$ cat src/rtl/alm_cmp_pkg.sv
package alm_cmp_pkg;
  localparam int unsigned BYTE_W   = 8;
  localparam int unsigned N_FIELDS = 3;
  localparam int unsigned HOUR_IDX = 2;

  typedef struct packed {
    logic bin;
    logic h24;
  } fmt_t;
endpackage

$ cat src/rtl/alm_field_dec.sv
module alm_field_dec
  import alm_cmp_pkg::*;
#(
  parameter bit IS_HOUR = 1'b0
) (
  input  logic [BYTE_W-1:0] raw_i,
  input  fmt_t              fmt_i,
  output logic [BYTE_W-1:0] val_o,
  output logic              wild_o
);
  localparam int unsigned NIB = BYTE_W / 2;

  logic [BYTE_W-1:0] body;
  logic [BYTE_W-1:0] bcd_val;
  logic [BYTE_W-1:0] plain;

  assign wild_o = &raw_i[BYTE_W-1 -: 2];

  always_comb begin
    body = raw_i;
    if (IS_HOUR && !fmt_i.h24) body[BYTE_W-1] = 1'b0;
  end

  assign bcd_val = BYTE_W'(body[BYTE_W-1 -: NIB]) * BYTE_W'(10) + BYTE_W'(body[NIB-1:0]);
  assign plain   = fmt_i.bin ? body : bcd_val;

  generate
    if (IS_HOUR) begin : g_hour
      logic [BYTE_W-1:0] base12;
      assign base12 = plain % BYTE_W'(12);
      assign val_o  = fmt_i.h24 ? plain
                    : (raw_i[BYTE_W-1] ? base12 + BYTE_W'(12) : base12);
    end else begin : g_plain
      assign val_o = plain;
    end
  endgenerate
endmodule

$ cat src/rtl/alm_field_cmp.sv
module alm_field_cmp
  import alm_cmp_pkg::*;
(
  input  logic [BYTE_W-1:0] now_val_i,
  input  logic [BYTE_W-1:0] alm_val_i,
  input  logic              alm_wild_i,
  output logic              hit_o
);
  assign hit_o = alm_wild_i | (now_val_i == alm_val_i);
endmodule

$ cat src/rtl/alm_pulse_gen.sv
module alm_pulse_gen (
  input  logic clk_i,
  input  logic rst_ni,
  input  logic upd_i,
  input  logic set_mode_i,
  input  logic div_hold_i,
  input  logic all_hit_i,
  output logic match_o
);
  logic fire;

  // no update occurs while held, so nothing to compare
  assign fire = upd_i & ~set_mode_i & ~div_hold_i & all_hit_i;

  always_ff @(posedge clk_i or negedge rst_ni) begin
    if (!rst_ni) match_o <= 1'b0;
    else         match_o <= fire;
  end
endmodule

$ cat src/rtl/alm_cmp_top.sv
module alm_cmp_top
  import alm_cmp_pkg::*;
(
  input  logic              clk_i,
  input  logic              rst_ni,
  input  logic              upd_i,
  input  logic              set_mode_i,
  input  logic              div_hold_i,
  input  logic              bin_mode_i,
  input  logic              hr24_i,
  input  logic [BYTE_W-1:0] now_sec_i,
  input  logic [BYTE_W-1:0] now_min_i,
  input  logic [BYTE_W-1:0] now_hour_i,
  input  logic [BYTE_W-1:0] alm_sec_i,
  input  logic [BYTE_W-1:0] alm_min_i,
  input  logic [BYTE_W-1:0] alm_hour_i,
  output logic              match_o
);
  fmt_t              fmt;
  logic [BYTE_W-1:0] now_raw [N_FIELDS];
  logic [BYTE_W-1:0] alm_raw [N_FIELDS];
  logic [N_FIELDS-1:0] field_hit;

  assign fmt.bin = bin_mode_i;
  assign fmt.h24 = hr24_i;

  assign now_raw[0] = now_sec_i;
  assign now_raw[1] = now_min_i;
  assign now_raw[2] = now_hour_i;
  assign alm_raw[0] = alm_sec_i;
  assign alm_raw[1] = alm_min_i;
  assign alm_raw[2] = alm_hour_i;

  generate
    for (genvar f = 0; f < N_FIELDS; f++) begin : g_field
      localparam bit HR = (f == HOUR_IDX);
      logic [BYTE_W-1:0] now_val, alm_val;
      logic              now_wild_unused, alm_wild;

      alm_field_dec #(.IS_HOUR(HR)) u_now_dec (
        .raw_i (now_raw[f]),
        .fmt_i (fmt),
        .val_o (now_val),
        .wild_o(now_wild_unused)
      );

      alm_field_dec #(.IS_HOUR(HR)) u_alm_dec (
        .raw_i (alm_raw[f]),
        .fmt_i (fmt),
        .val_o (alm_val),
        .wild_o(alm_wild)
      );

      alm_field_cmp u_cmp (
        .now_val_i (now_val),
        .alm_val_i (alm_val),
        .alm_wild_i(alm_wild),
        .hit_o     (field_hit[f])
      );
    end
  endgenerate

  alm_pulse_gen u_pulse (
    .clk_i     (clk_i),
    .rst_ni    (rst_ni),
    .upd_i     (upd_i),
    .set_mode_i(set_mode_i),
    .div_hold_i(div_hold_i),
    .all_hit_i (&field_hit),
    .match_o   (match_o)
  );
endmodule

$ cat config.mk
export PLATFORM = sky130hd
export DESIGN_NAME = alm_cmp_top
export DESIGN_NICKNAME = d
export VERILOG_FILES = /design/src/rtl/alm_cmp_pkg.sv /design/src/rtl/alm_field_dec.sv /design/src/rtl/alm_field_cmp.sv /design/src/rtl/alm_pulse_gen.sv /design/src/rtl/alm_cmp_top.sv
export SDC_FILE = /design/constraint.sdc
export NUM_CORES = 1
export LEC_CHECK = 0
export ABC_CLOCK_PERIOD_IN_PS = 800
export CAP_MARGIN = 20
export CORE_MARGIN = 5
export CORE_UTILIZATION = 70
export CTS_BUF_LIST = sky130_fd_sc_hd__clkbuf_8
export CTS_CLUSTER_DIAMETER = 40
export CTS_CLUSTER_SIZE = 12
export DETAILED_ROUTE_END_ITERATION = 8
export DONT_BUFFER_PORTS = 1
export GPL_ROUTABILITY_DRIVEN = 1
export PLACE_DENSITY = 0.86
export SKIP_LAST_GASP = 1
export SYNTH_ARGS = -nofsm -noshare
export SYNTH_HDL_FRONTEND = slang
export SYNTH_SLANG_ARGS = --single-unit
$ cat constraint.sdc
create_clock -name clk_i -period 0.8 [get_ports clk_i]
set_input_delay 0 -clock clk_i [delete_from_list [all_inputs] [get_ports clk_i]]
set_output_delay 0 -clock clk_i [all_outputs]
set_load 0.02 [all_outputs]
Word-level counts from Yosys, hierarchy flattened
Cells that the tools add are included.
{ "word_totals": {"regBits": 1, "input_bits": 55, "word_cells": 44} }
{ "classes": {"add_sub_neg": 8, "mul": 6, "div_mod_pow": 2, "eq_ne": 3, "n_mux": 12, "bitwise_logic": 8, "reduce_logical": 4} }
{ "op_table": {"columns": ["cell", "count"], "rows": [
  ["8-bit two-way mux", 10],
  ["8-bit by 4-bit adder with 8-bit output", 6],
  ["4-bit by 3-bit multiplier with 7-bit output, second input constant", 6],
  ["8-bit equality test", 3],
  ["8-bit by 4-bit adder with 8-bit output, second input constant", 2],
  ["8-bit by 4-bit remainder unit with 8-bit output, second input constant", 2],
  ["2-bit AND reduction", 3],
  ["1-bit AND", 3],
  ["1-bit bitwise OR", 3],
  ["3-bit AND reduction", 1],
  ["1-bit two-way mux", 2],
  ["1-bit inverter", 2]
]} }

Longest topological paths before layout
Gate-level depths: netlist of the first run.
{ "logic_depth": {"ltp_word": 12, "mapped_depth": 20, "ltp_nobuf": 20} }

Modules after synthesis
From an unflattened synthesis of the first run, not the netlist that was laid out.
{ "unflattened": {"hier_cells": 463, "area_unflattened_um2": 3631.0} }
{ "by_module_without_submodules": {"columns": ["mod", "n_inst", "cells_each", "area_each_um2", "seq_area_each_um2"], "rows": [
  ["alm_field_dec (g_field[0].u_alm_dec ...)", 4, 45, 349.1, 0.0],
  ["alm_field_dec (g_field[2].u_alm_dec)", 1, 129, 1008.5, 0.0],
  ["alm_field_dec (g_field[2].u_now_dec)", 1, 118, 912.1, 0.0],
  ["alm_field_cmp", 3, 11, 90.1, 0.0],
  ["alm_pulse_gen", 1, 2, 37.5, 25.0],
  ["alm_cmp_top", 1, 1, 6.3, 0.0]
]} }

Worst setup path before layout of the first run
Ideal clock, no wire load.
{ "synth_timing": {"path_kind": "input-to-reg", "from": "input port alm_hour_i[5]", "to": "register u_pulse.match_o", "setup_time_ns": 0.111, "arrival_ns": 3.778, "t_required_ns": 0.689, "slack_ns": -3.089, "stages": 18, "n_path_buf": 1, "cell_sequence": "clkbuf_1 -> xnor2_1 -> ha_1 -> inv_1 -> fa_1 -> and2b_4 -> a221oi_2 -> a21oi_1 -> or4_1 -> o311ai_1 -> a221oi_2 -> ha_1 -> nand3b_1 -> nand2_1 -> a21o_1 -> xnor2_1 -> o2111ai_1 -> a2111oi_2"} }
{ "synth_via": {"elab_chain_len": 11} }
{ "synth_lines": {"columns": ["element", "line_no", "source"], "rows": [
  ["from (decl)", "alm_cmp_top.sv:16", "input logic [BYTE_W-1:0] alm_hour_i,"],
  ["4-bit by 3-bit multiplier with 7-bit output", "alm_field_dec.sv:24", "assign bcd_val = BYTE_W'(body[BYTE_W-1 -: NIB]) * BYTE_W'(10) + BYTE_W'(body[NIB-1:0]);"],
  ["8-bit by 4-bit adder with 8-bit output", "alm_field_dec.sv:24", null],
  ["8-bit two-way mux (*)", "alm_field_dec.sv:25", "assign plain = fmt_i.bin ? body : bcd_val;"],
  ["8-bit by 4-bit remainder unit with 8-bit output", "alm_field_dec.sv:30", "assign base12 = plain % BYTE_W'(12);"],
  ["8-bit by 4-bit adder with 8-bit output", "alm_field_dec.sv:32", ": (raw_i[BYTE_W-1] ? base12 + BYTE_W'(12) : base12);"],
  ["8-bit two-way mux", "alm_field_dec.sv:32", null],
  ["8-bit two-way mux (*)", "alm_field_dec.sv:31", "assign val_o = fmt_i.h24 ? plain"],
  ["8-bit equality test (*)", "alm_field_cmp.sv:9", "assign hit_o = alm_wild_i | (now_val_i == alm_val_i);"],
  ["1-bit bitwise OR (*)", "alm_field_cmp.sv:9", null],
  ["3-bit AND reduction (*)", "alm_cmp_top.sv:69", ".all_hit_i (&field_hit),"],
  ["1-bit AND (*)", "alm_pulse_gen.sv:13", "assign fire = upd_i & ~set_mode_i & ~div_hold_i & all_hit_i;"],
  ["via u_pulse.fire", "alm_pulse_gen.sv:10", "logic fire;"],
  ["to (signal assigned)", "alm_pulse_gen.sv:17", "else match_o <= fire;"],
  ["to (decl)", "alm_pulse_gen.sv:8", "output logic match_o"]
]} }
Mark *: on every way through the listed nets, which the timed path passes. The rest lies on a longest branch.

Worst setup path in the final report of the first run
{ "layout_timing": {"from": "input port hr24_i", "to": "register u_pulse.match_o"} }
{ "layout_via": {"elab_chain_len": 12, "elab_cells_between_ends": 20} }
{ "layout_lines": {"columns": ["element", "line_no", "source"], "rows": [
  ["from (decl)", "alm_cmp_top.sv:10", "input logic hr24_i,"],
  ["1-bit two-way mux", "alm_field_dec.sv:21", "if (IS_HOUR && !fmt_i.h24) body[BYTE_W-1] = 1'b0;"],
  ["4-bit by 3-bit multiplier with 7-bit output", "alm_field_dec.sv:24", null],
  ["8-bit by 4-bit adder with 8-bit output", "alm_field_dec.sv:24", null],
  ["8-bit two-way mux", "alm_field_dec.sv:25", null],
  ["8-bit by 4-bit remainder unit with 8-bit output", "alm_field_dec.sv:30", null],
  ["8-bit by 4-bit adder with 8-bit output", "alm_field_dec.sv:32", null],
  ["8-bit two-way mux", "alm_field_dec.sv:32", null],
  ["8-bit two-way mux", "alm_field_dec.sv:31", null],
  ["8-bit equality test (*)", "alm_field_cmp.sv:9", null],
  ["1-bit bitwise OR (*)", "alm_field_cmp.sv:9", null],
  ["3-bit AND reduction (*)", "alm_cmp_top.sv:69", null],
  ["1-bit AND (*)", "alm_pulse_gen.sv:13", null],
  ["via u_pulse.fire", "alm_pulse_gen.sv:10", null]
]} }
Marks and branches as above.

==> impl_metrics.json, run 1 <==
{
  "setup_viol": 1,
  "placementRows": 25,
  "worst_pin_slew_ns": 0.800,
  "die_area_um2": 6550,
  "cp-end-kind": "flop",
  "crit_slowest_cell": "nor3_1",
  "cp-start-kind": "primary input",
  "grt_pass1_wl_um": 23300,
  "violations": "DRC, setup timing",
  "top_regs": "u_pulse.match_o: 1 flops",
  "drv_cap": 0,
  "worstPathCellList": "nand2_2, xnor2_2, ha_2, inv_1, fa_2, and2b_4, a41o_1, o21ba_2, nor3_1, mux2i_1, o22ai_1, a221oi_2, ha_1, nand3b_1, nand2_1, a21o_1, xnor2_1, o2111ai_1, a2111oi_2",
  "dr.pass1.iters": 9,
  "status": "finished, violations left",
  "final_antenna_net_count": 0,
  "drive_gt1_share_pct": 31.9,
  "drtIter0Drc": 1266,
  "synth.cell_area_um2": 3520,
  "vias": 5144,
  "ys.flop_type": "dfrtp_1",
  "synth_seq_cells": 1,
  "synth-edff-count": 0,
  "finalCritPeriodShare_pct": 573,
  "postSynthAreaPerCell_um2": 7.73,
  "fin_nets": 665,
  "place.gp.congestion": 0.959,
  "period_needed_ns": 4.59,
  "max_clock_freq_ghz": 0.218,
  "path_class": "in -> reg",
  "post-route-util_pct": 95.2,
  "drc": 35,
  "relSlewSlack_pct": 46.3,
  "leakagePower_nw": 2.03,
  "critPathMaxStageDelay_ns": 0.67,
  "largest_reg_flops": 1,
  "drt_wl_total_um": 17700,
  "antenna_found_initial": 0,
  "grt_usage_pct": 45.0,
  "yosysWarnings": 0,
  "dieWidth_um": 81.0,
  "final_cell_mix": "buf_4, ha_1, xnor2_1",
  "antenna_cells": 0,
  "seq_area_frac_synth_pct": 0.710,
  "path_max_fanout": 15,
  "setup_slack_ns": -3.79,
  "power_density_nw_per_um2": 1260,
  "port_buffers": 0,
  "overflow": 0,
  "hold_class": "in -> reg",
  "grt_max_degree": 52,
  "hold_viol_final": 0,
  "fin_area_um2": 4590,
  "area_growth_pct": 30.2,
  "wl_per_cell_um": 28.4,
  "layout_commonest_cell": "buf_4",
  "grt_pass1_vias": 4818,
  "syn_inst": 456,
  "ir_drop_uv": 875,
  "top_register": "u_pulse.match_o",
  "dp_hpwl_um": 9660,
  "viasPerCell": 8.28,
  "rsz0062_at_grt": "true",
  "cp.arrival_ns": 4.46,
  "initial_core_util_pct": 73.2,
  "ys_types": 79,
  "async_flop_share_pct": 100,
  "core_area_um2": 4820,
  "finalMaxSlewViolations": 0,
  "place_area_um2": 4310,
  "finalPower_w": 0.00578,
  "clk_pin_slew_ns": 0,
  "boundaryPins": 56,
  "die_h_um": 81.0,
  "worstPathRequired_ns": 0.67,
  "synth_fp_nets": 565
}
-- power by group --
group,switching (W),leakage [nW],internal (W),total [W]
sequential,0.000000323,0.0140,0.0000516,0.0000520
clock,0,0,0,0
combinational,0.00314,2.02,0.00259,0.00573
total,0.00314,2.03,0.00264,0.00578
-- critical path, delay by kind of cell --
kind / cells / cell delay (ns)
AOI/OAI and AO/OA: 7 / 1.55
and+or+nand+nor: 5 / 1.21
adders and majority gates: 3 / 1.10
xor gates and xnor gates: 2 / 0.31
muxes: 1 / 0.21
buffers and inverters: 1 / 0.06
-- routing by layer --
metal	up-vias	wire [µm]	track usage, %
li1	1900	-	-
met1	2236	5340	47.6
met2	693	7220	74.5
met3	315	2990	15.2
met4	0	2110	31.9
met5	-	0	0
-- layout make-up --
cell class | count | area [µm²]
Fill cell | 127 | 229
Inverter | 24 | 90.1
Multi-Input combinational cell | 420 | 3570
Sequential cell | 1 | 25.0
Tap cell | 67 | 83.8
Timing Repair Buffer | 109 | 821
-- stage by stage --
stage	setup TNS [ns]	cells	hold slack [ns]	setup WS (ns)
2_1_floorplan	-2.98	456	-0.296	-2.98
3_3_place_gp	-2.93	612	-0.296	-2.93
3_5_place_dp	-3.29	612	-0.296	-3.29
4_1_cts	-3.18	617	0.183	-3.18
5_1_grt	-3.84	621	0.196	-3.84
6_report	-3.79	621	0.191	-3.79
-- synth_stat cells, types with 3 or more instances --
cell      count  area share [%]
nand2b_1      3            0.53
o21ai_0      22             3.1
a31oi_1      10             1.8
nand3_1      15             2.1
clkbuf_1      4            0.43
o31ai_1       5             1.1
nor2_1       28             3.0
mux2_2        3            0.96
xnor2_1      41              10
nand2_1      30             3.2
nor2b_1      10             1.8
nand4_1       4            0.71
and2_1        4            0.71
mux2i_1       9             2.6
a211oi_2      3             1.1
and3_1        4            0.71
nor3_1       17             2.4
nand3b_1      4            0.85
a21oi_1      26             3.7
a211oi_1     10             2.1
a21o_1       10             2.1
xor2_1       31             7.7
buf_2         4            0.57
o221ai_1      3            0.75
a211o_1       3            0.75
nor4_1        4            0.71
inv_1        24             2.6
or3_1         3            0.53
fa_1         12             6.8
ha_1         42              15
o311ai_1      3            0.75
o22ai_1       6             1.1
-- path summary, 6_finish.rpt --
kind                               start               to  slack [ns]  depth (start not counted)
min in group asynchronous         rst_ni  u_pulse.match_o        0.28                          1
max in group asynchronous         rst_ni  u_pulse.match_o        0.35                          1
worst max-delay path              hr24_i  u_pulse.match_o       -3.79                         19
worst min-delay path       alm_hour_i[7]  u_pulse.match_o        0.19                          2
-- logic make-up after synthesis --
kind of cell             after synthesis  synth area share, %
AO/OA/AOI/OAI                        137                 28.9
multiplexers                          13                 4.15
buffers and inverters                 35                 4.40
AND/OR/NAND/NOR                      142                 21.1
adder cells (fa/ha/maj)               54                 21.7
XOR/XNOR                              74                 19.0
flip-flops                             1                0.710
-- timing repair --
item	CTS	global route
resized for setup	24	18
setup endpoints to repair	1	1
hold buffers	1	0
buffers inserted	4	4
endpoints found under the hold margin	1	0
pin swaps	15	13
No activity file was read; power rests on OpenSTA's default activity.
==> inputs of run 2 (changes only) <==
--- a/config.mk
+++ b/config.mk
@@ -8,14 +8,12 @@
 export ABC_CLOCK_PERIOD_IN_PS = 800
 export CAP_MARGIN = 20
 export CORE_MARGIN = 5
-export CORE_UTILIZATION = 70
+export CORE_UTILIZATION = 42
 export CTS_BUF_LIST = sky130_fd_sc_hd__clkbuf_8
-export CTS_CLUSTER_DIAMETER = 40
 export CTS_CLUSTER_SIZE = 12
 export DETAILED_ROUTE_END_ITERATION = 8
 export DONT_BUFFER_PORTS = 1
 export GPL_ROUTABILITY_DRIVEN = 1
-export PLACE_DENSITY = 0.86
 export SKIP_LAST_GASP = 1
 export SYNTH_ARGS = -nofsm -noshare
 export SYNTH_HDL_FRONTEND = slang
==> impl_metrics.json, run 2 (synthesis gave the netlist of run 1 again) <==
{
  "wl_per_cell_um": 15.4,
  "power_density_nw_per_um2": 1070,
  "setup_viol": 1,
  "largest_reg_flops": 1,
  "drv_cap": 0,
  "drt_wl_total_um": 10300,
  "grt_usage_pct": 19.5,
  "clk_pin_slew_ns": 0,
  "worst_pin_slew_ns": 0.542,
  "final_cell_mix": "buf_4, ha_1, xnor2_1",
  "top_regs": "u_pulse.match_o: 1 flops",
  "dr.pass1.iters": 4,
  "whs_path_depth": 2,
  "hold_end": "u_pulse.match_o",
  "drc": 0,
  "dp_hpwl_um": 8350,
  "overflow": 0,
  "gr-usage-met3_pct": 1.72,
  "path_class": "in -> reg",
  "cp-start-kind": "primary input",
  "worstHoldStart": "alm_hour_i[7]",
  "ff_latch_area_um2": 25.0,
  "status": "finished, violations left",
  "ir_drop_uv": 446,
  "drive_gt1_share_pct": 31.8,
  "rsz0062_at_grt": "true",
  "leakagePower_nw": 2.06,
  "initial_core_util_pct": 42.9,
  "relSlewSlack_pct": 63.5,
  "grt_pass1_vias": 3819,
  "top_usage_layer": "met2",
  "gr-usage-met1_pct": 26.0,
  "vias": 3780,
  "cp-end-kind": "flop",
  "multi_input_area_um2": 3560,
  "period_needed_ns": 3.95,
  "stdcell_count": 664,
  "setup-tns-final_ns": -3.15,
  "die_h_um": 102,
  "place.gp.congestion": 0.906,
  "fin_area_um2": 4670,
  "max_clock_freq_ghz": 0.253,
  "hold_class": "in -> reg",
  "grt_pass1_wl_um": 17100,
  "place_area_um2": 4400,
  "die_area_um2": 10300,
  "dp.cells": 656,
  "worstPathRequired_ns": 0.69,
  "antenna_found_initial": 0,
  "top_register": "u_pulse.match_o",
  "dieWidth_um": 102,
  "hold_viol_final": 0,
  "grt_max_degree": 52,
  "setup_slack_ns": -3.15,
  "nFillCells": 779,
  "finalMaxSlewViolations": 0,
  "core_area_um2": 8220,
  "viasPerCell": 5.69,
  "finalCritPeriodShare_pct": 494,
  "path_max_fanout": 15,
  "boundaryPins": 56,
  "placementRows": 33,
  "antenna_cells": 0,
  "final_antenna_net_count": 0,
  "fin_nets": 670,
  "area_growth_pct": 32.6,
  "cp.arrival_ns": 3.84,
  "grt_use_met2_pct": 35.9,
  "violations": "setup timing",
  "layout_commonest_cell": "buf_4",
  "port_buffers": 0,
  "drtIter0Drc": 104
}
-- run 2: changes by cell type in the layout (fill, tap and decap cells not counted), sizes merged --
cell | before | now
buf | 108 | 113
-- run 2: cell type report --
class | count | area share (%)
Sequential cell | 1 | 0.536
Timing Repair Buffer | 114 | 18.5
Multi-Input combinational cell | 420 | 76.2
Inverter | 24 | 1.93
Tap cell | 105 | 2.81
-- run 2: routing by layer --
metal | part of all wire [%] | wire length, µm | vias up
met5 | 0 | 0 | -
met4 | 0.53 | 54 | 0
met3 | 5.1 | 521 | 6
met2 | 49 | 5000 | 75
li1 | - | - | 1906
met1 | 46 | 4680 | 1793
-- run 2: worst max-delay path by stage --
stage                      endpoint     startpoint  cells past startpoint  slack (ns)
floorplan           u_pulse.match_o  alm_hour_i[7]                     20       -2.98
global placement    u_pulse.match_o         hr24_i                     21       -3.03
detailed placement  u_pulse.match_o         hr24_i                     20       -3.12
CTS                 u_pulse.match_o         hr24_i                     19       -3.04
global route        u_pulse.match_o         hr24_i                     20       -3.47
finish              u_pulse.match_o         hr24_i                     20       -3.15
-- run 2: per-stage QoR --
step	util, %	power, W	hold WS, ns	worst slack [ns]
floorplan	-	0.00312	-0.296	-2.98
global placement	53.6	0.00447	-0.295	-3.03
detailed placement	53.6	0.00455	-0.295	-3.12
CTS	54.8	0.00471	0.186	-3.04
global route	56.9	0.00549	0.211	-3.47
finish	56.9	0.00500	0.179	-3.15
-- run 2: worst max-delay path, cell delays in order --
cell,delay [ns]
nand2_8,0.04
xnor2_2,0.15
ha_2,0.21
inv_2,0.04
fa_2,0.50
nand2b_4,0.19
nor3_4,0.26
xor2_2,0.28
o32a_4,0.26
nand3_2,0.09
o311ai_2,0.08
o221ai_1,0.17
a211oi_2,0.28
ha_1,0.26
and3b_1,0.19
a21oi_2,0.09
o21ai_1,0.08
xnor2_1,0.15
o2111ai_1,0.13
a2111oi_2,0.37
-- run 2: where the power goes --
part	switching, W	total (W)	internal (W)
Combinational	0.00232	0.00494	0.00263
Sequential	0.000000290	0.0000519	0.0000516
Clock	0	0	0
Total	0.00232	0.00500	0.00268
-- run 2: timing repair --
action                                  in CTS  in global routing
endpoints found under the setup margin       1                  1
hold buffers                                 1                  0
gates resized for setup                     11                 32
pin swaps                                    6                 20
hold endpoints to repair                     1                  0
setup buffers                                4                  3
